==> src/rtl/eb_pkg.sv <==
package eb_pkg;

  typedef enum logic [1:0] {
    CH_IDLE  = 2'd0,
    CH_XFER  = 2'd1,
    CH_RETRY = 2'd2
  } chan_state_e;

  // Classify one channel from its valid and stop wires.
  function automatic chan_state_e chan_state(input logic v, input logic s);
    if (!v)     return CH_IDLE;
    else if (s) return CH_RETRY;
    else        return CH_XFER;
  endfunction

  // A token moves across a channel when it is offered and not refused.
  function automatic logic takes(input logic v, input logic s);
    return v && !s;
  endfunction

endpackage

==> src/rtl/eb_data_reg.sv <==
module eb_data_reg #(
  parameter int DW = 8
) (
  input  logic          clk,
  input  logic          rst_n,
  input  logic          en,
  input  logic [DW-1:0] d,
  output logic [DW-1:0] q
);

  always_ff @(posedge clk or negedge rst_n) begin
    if (!rst_n)  q <= '0;
    else if (en) q <= d;
  end

endmodule

==> src/rtl/eb_front_half.sv <==
// Entry half-buffer: fills only when the exit half has no room this cycle.
module eb_front_half (
  input  logic clk,
  input  logic rst_n,
  input  logic up_valid,
  input  logic back_room,
  output logic full,
  output logic load
);

  assign load = up_valid && !full && !back_room;

  always_ff @(posedge clk or negedge rst_n) begin
    if (!rst_n)         full <= 1'b0;
    else if (back_room) full <= 1'b0;
    else if (load)      full <= 1'b1;
  end

endmodule

==> src/rtl/eb_back_half.sv <==
// Exit half-buffer: drives the output channel and takes a new token when it
// is empty or its current token leaves.
module eb_back_half (
  input  logic clk,
  input  logic rst_n,
  input  logic src_valid,
  input  logic dn_stop,
  output logic valid,
  output logic room,
  output logic load
);

  assign room = !valid || !dn_stop;
  assign load = room && src_valid;

  always_ff @(posedge clk or negedge rst_n) begin
    if (!rst_n)    valid <= 1'b0;
    else if (room) valid <= src_valid;
  end

endmodule

==> src/rtl/eb_stage.sv <==
module eb_stage #(
  parameter int DW = 8
) (
  input  logic          clk,
  input  logic          rst_n,
  input  logic [DW-1:0] up_data,
  input  logic          up_valid,
  output logic          up_stop,
  output logic [DW-1:0] dn_data,
  output logic          dn_valid,
  input  logic          dn_stop
);
  import eb_pkg::*;

  localparam int HALVES = 2;

  logic          front_full;
  logic          en_front;
  logic          en_back;
  logic          back_room;
  logic          back_valid;
  logic          in_take;
  logic          src_valid;
  logic [DW-1:0] front_q;
  logic [DW-1:0] back_d;
  logic [DW-1:0] back_q;
  chan_state_e   up_st;
  chan_state_e   dn_st;
  logic [HALVES-1:0] occupancy;

  assign in_take   = takes(up_valid, front_full);
  assign src_valid = front_full || in_take;
  assign back_d    = front_full ? front_q : up_data;
  assign up_st     = chan_state(up_valid, up_stop);
  assign dn_st     = chan_state(dn_valid, dn_stop);
  assign occupancy = {front_full, back_valid};

  eb_front_half u_front (
    .clk       (clk),
    .rst_n     (rst_n),
    .up_valid  (up_valid),
    .back_room (back_room),
    .full      (front_full),
    .load      (en_front)
  );

  eb_back_half u_back (
    .clk       (clk),
    .rst_n     (rst_n),
    .src_valid (src_valid),
    .dn_stop   (dn_stop),
    .valid     (back_valid),
    .room      (back_room),
    .load      (en_back)
  );

  eb_data_reg #(.DW(DW)) u_front_reg (
    .clk   (clk),
    .rst_n (rst_n),
    .en    (en_front),
    .d     (up_data),
    .q     (front_q)
  );

  eb_data_reg #(.DW(DW)) u_back_reg (
    .clk   (clk),
    .rst_n (rst_n),
    .en    (en_back),
    .d     (back_d),
    .q     (back_q)
  );

  assign up_stop  = front_full;
  assign dn_valid = back_valid;
  assign dn_data  = back_q;

endmodule

==> config.mk <==
export PLATFORM = sky130hd
export DESIGN_NAME = eb_stage
export DESIGN_NICKNAME = d
export VERILOG_FILES = /design/src/rtl/eb_pkg.sv /design/src/rtl/eb_data_reg.sv /design/src/rtl/eb_front_half.sv /design/src/rtl/eb_back_half.sv /design/src/rtl/eb_stage.sv
export SDC_FILE = /design/constraint.sdc
export NUM_CORES = 1
export LEC_CHECK = 0
export BUFFER_PORTS_ARGS = -buffer_cell sky130_fd_sc_hd__buf_2
export CORE_UTILIZATION = 51
export CTS_CLUSTER_SIZE = 28
export DETAILED_ROUTE_END_ITERATION = 12
export GPL_TIMING_DRIVEN = 0
export HOLD_SLACK_MARGIN = 0.12
export PLACE_DENSITY_LB_ADDON = 0.12
export SYNTH_ARGS = -nofsm -noshare
export SYNTH_HDL_FRONTEND = slang
export SYNTH_HIERARCHICAL = 1
export SYNTH_SLANG_ARGS = --single-unit
==> constraint.sdc <==
create_clock -name clk -period 1.98 [get_ports clk]
set_input_delay 0.297 -clock clk [delete_from_list [all_inputs] [get_ports clk]]
set_output_delay 0.297 -clock clk [all_outputs]
set_load 0.02 [all_outputs]
Yosys cells after proc, flatten, opt, wreduce, memory -nomap -nowiden
Index checks and enable logic that the tools add are counted.
{"block": "totals", "inputBits": 12, "elab_cells": 17, "reg_bits": 18}
{"block": "op_classes", "n_reduce_logical": 10, "mux": 3}
{"operator": "2-to-1 mux 8 bit", "n": 1}
{"operator": "zero test 1 bit", "n": 4}
{"operator": "logical AND 1 bit", "n": 3}
{"operator": "logical OR 1 bit", "n": 2}
{"operator": "2-to-1 mux 1 bit", "n": 2}
{"operator": "nonzero test 2 bit", "n": 1}

Longest topological paths before layout
{"block": "depth", "word_depth": 6, "depth_mapped": 5, "ltp_nobuf": 3}

By module
Netlist, hierarchy kept.
{"mod": "eb_data_reg", "n_inst": 2, "cells_per_inst": 17, "area_each_um2": 331.6}
{"mod": "eb_stage", "n_inst": 1, "cells_per_inst": 10, "area_each_um2": 137.6}
{"mod": "eb_back_half", "n_inst": 1, "cells_per_inst": 4, "area_each_um2": 47.5}
{"mod": "eb_front_half", "n_inst": 1, "cells_per_inst": 3, "area_each_um2": 47.5}

Worst setup path after synthesis
No wires, ideal clock.
{"block": "synth_path", "kind": "reg-to-reg", "startpoint": "register u_front.full", "endpoint": "register u_back_reg.q[0]", "path_stages_with_launch": 6, "synth_period_minus_slack_ns": 1.594, "setup_time_ns": 0.125, "arrival_time_ns": 1.469, "path_slack_ns": 0.386, "path_buffers": 2, "cell_sequence": "dfrtp_1 buf_6 or2_1 a21boi_2 buf_6 mux2_4"}
{"block": "synth_via", "elab_chain_cells": 4, "elab_cells_between_ends": 5}
{"element": "start: declaration", "line": "eb_front_half.sv:7", "rtl": "output logic full,"}
{"element": "start signal: assignment", "line": "eb_front_half.sv:14", "rtl": "if (!rst_n) full <= 1'b0;"}
{"element": "start signal: assignment", "line": "eb_front_half.sv:15", "rtl": "else if (back_room) full <= 1'b0;"}
{"element": "start signal: assignment", "line": "eb_front_half.sv:16", "rtl": "else if (load) full <= 1'b1;"}
{"element": "zero test 1 bit", "line": "eb_pkg.sv:18", "rtl": "return v && !s;"}
{"element": "logical AND 1 bit", "line": "eb_pkg.sv:18"}
{"element": "logical OR 1 bit (*)", "line": "eb_stage.sv:32", "rtl": "assign src_valid = front_full || in_take;"}
{"element": "via src_valid", "line": "eb_stage.sv:23", "rtl": "logic src_valid;"}
{"element": "logical AND 1 bit (*)", "line": "eb_back_half.sv:14", "rtl": "assign load = room && src_valid;"}
{"element": "via en_back", "line": "eb_stage.sv:19", "rtl": "logic en_back;"}
{"element": "end signal: assignment", "line": "eb_data_reg.sv:12", "rtl": "if (!rst_n) q <= '0;"}
{"element": "end signal: assignment", "line": "eb_data_reg.sv:13", "rtl": "else if (en) q <= d;"}
{"element": "end: declaration", "line": "eb_data_reg.sv:8", "rtl": "output logic [DW-1:0] q"}
The timed path passes the listed nets; every way through them passes the cells marked *.
A chain may end at the register's enable or synchronous reset.

Worst setup path after layout
{"block": "layout_path", "startpoint": "register u_front.full", "endpoint": "register u_back_reg.q[7]"}
Same word-level chain as after synthesis.

==> results.cfg <==
[clock_network]
cts.sinks = 18
htreeDepth = 1
postCtsSetupRepairBufs = 0
cts_inserted_buffers = 3
cts.hold.buffers_added = 1
cts.reportedPaths.clkPinSlew_ns = 0.10
clockBufferDepth = 2
cts_tree = yes
clock_latency_ns = 0.28
cts-root-buf = clkbuf_4
ctsResizeCount = 0

[sta]
skew_ns = 0.0004469
hold_viol_final = 0
worst_pin_slew_ns = 0.3948
rsz0062_at_grt = no
slew_viol_final = 0
relSlewSlack = 0.7368
min_period_over_period = 0.7900
min_period_ns = 1.564
tns_ns = 0
setup_viol = 0
max_freq_mhz = 639.3

[pwr]
power_switching_uw = 296.5
p_clk_frac = 0.211
powerDensity_nw_per_um2 = 987.0
p_leak_nw = 0.5448
seqPwrFrac = 0.474
ir_drop_v = 0.0006225
intPower_uw = 756.9
comb_power_share = 0.315
p_sw_frac = 0.2815

[detailed_routing]
firstDrtPassIters = 5
wl_mm = 1.463
via_count = 511
route.detailed.wl_per_inst_um = 15.73
drt-vias-per-instance = 5.495
route.detailed.drc = 0
ant_nets = 0
first_iter_violations = 7

[worst_setup_path]
r2r_end = u_back_reg/q[7]
crit_chain = buf_6 > or2_1 > a21boi_2 > buf_6 > mux2_4
end_kind = register
reg2reg_from = u_front/full
setup.worst_path.class = register to register
critical_path_buf_inv_count = 2
cp-start-kind = register
critPathMaxStageDelay_ns = 0.43
cp_max_fo = 9
slowest_stage = dfrtp_1
reg2reg_slack_ns = 0.42
required_ns = 2.16
cp_common_cell = buf_6
crit_arrival_ns = 1.74
critical_path.top_delay_family = flip-flops
reg2regPathDepth = 5

[die]
fp.dieW_um = 43.91
start_util = 0.5683
core_area_sq_um = 1577
dieArea_sq_um = 1928
die_height_um = 43.91
ioPinCount = 22
num_rows = 14

[min_path]
hp-start = up_valid
hold_depth = 2
min_delay_worst_endpoint = u_front/full
hp-class = input port to register

[global_route]
grt_pass1_vias = 576
grtUsageTotal = 0.1864
antenna_found_initial = 0
grt_max_degree = 19
grt_pass1_wl_mm = 2.559
gr-total-overflow = 0

[final_layout]
final_util = 0.6770
final_area_sq_um = 1067
nets = 90
seqCellArea_sq_um = 450.4
antenna_cells = 0
multi_input_comb_area_sq_um = 411.6
fin_cells = 93
drive_above_1_share = 0.7013
fillCellCount = 120
area_growth_pct = 19.13

[placed_design]
portBuffers = 21
post_dp_cell_area_sq_um = 1021
dpl.hpwl_mm = 1.052
place_inst = 88
gp_congestion = 0.6421

[logic_synthesis]
synth_common_cells = 24 x mux2_4, 18 x dfrtp_1, 3 x buf_6
synth.cell_area_sq_um = 895.9
synth.avg_cell_area_sq_um = 17.57
yosysMostFrequentCell = mux2_4
synthArstFlopShare = 1.000
syn_nets = 63
netlist_instances = 51
synth_top_area_share = 0.5028
ys_seq_elements = 18
synth_seq_area_share = 0.5028
synth_edf_count = 0
yosys.cell_types.count = 9
ys_warn_count = 6
yosysTopAreaCell = dfrtp_1
yosys_most_used_dff = dfrtp_1
synth_area_leaders = dfrtp_1 50%, mux2_4 40%, buf_6 3.8%

[outcome]
status = finished, final reports clean

[flow_run]
maxCapViolCount = 0
==> flip-flops by register name, indices dropped and copies added (netlist names) <==
signal,count
u_back/valid,1
u_front/full,1
u_back_reg/q,8
u_front_reg/q,8
==> power groups by stage <==
stage / logic, mW / clock network, mW / registers (mW)
global route: 0.354 / 0.244 / 0.511
detailed placement: 0.333 / 0 / 0.505
global placement: 0.325 / 0 / 0.498
finish: 0.332 / 0.223 / 0.499
floorplan: 0.193 / 0 / 0.550
CTS: 0.335 / 0.228 / 0.500
==> stage by stage <==
stage               hold WS (ns)  power [mW]  worst slack (ns)
global placement          0.2445      0.8231            0.4600
global route              0.2396       1.110            0.3736
detailed placement        0.2483      0.8373            0.4255
CTS                       0.2387       1.063            0.4130
finish                    0.2432       1.053            0.4158
floorplan               0.001409      0.7431            0.3859
==> routing by layer <==
layer,GRT usage,vias up,share of wire
met1,0.2198,264,0.43
li1,-,233,-
met2,0.3313,14,0.54
met3,0.03750,0,0.030
met4,0.07273,0,0
met5,0,-,0
==> logic make-up after synthesis <==
kind of cell / count (synthesis) / share of synthesized area
mux: 24 / 0.4022
flops: 18 / 0.5028
compound gates: 3 / 0.03213
simple gates: 3 / 0.02514
buf+inv: 3 / 0.03771
==> area by class of cell <==
class                      instances  area share
sequential                        18      0.4220
buffer                             3     0.03165
timing repair buffer              22      0.1079
multi-input combinational         30      0.3857
clock buffer                       4     0.03400
tap                               16     0.01876
==> placed cells by master, fill, tap and decap left out <==
master,synthesis,final
a21boi_2,1,1
a21o_1,1,1
o21ba_1,1,1
mux2_4,24,24
or2_1,1,1
dfrtp_1,18,18
dlygate4sd3_1,0,1
nand2_1,1,1
nor3b_2,1,1
clkbuf_8,0,1
buf_2,0,21
clkbuf_4,0,3
buf_6,3,3
==> worst max path at each step <==
| stage | start | end | cells past startpoint |
|---|---|---|---|
| final | u_front/full | u_back_reg/q[7] | 5 |
| after global routing | u_front/full | u_back_reg/q[7] | 5 |
| after CTS | u_front/full | u_back_reg/q[7] | 5 |
| after detailed placement | u_front/full | u_back_reg/q[7] | 5 |
| after global placement | u_front/full | u_back_reg/q[0] | 5 |
| after floorplan | u_front/full | u_back_reg/q[0] | 5 |
(Power assumes the default switching activity.)
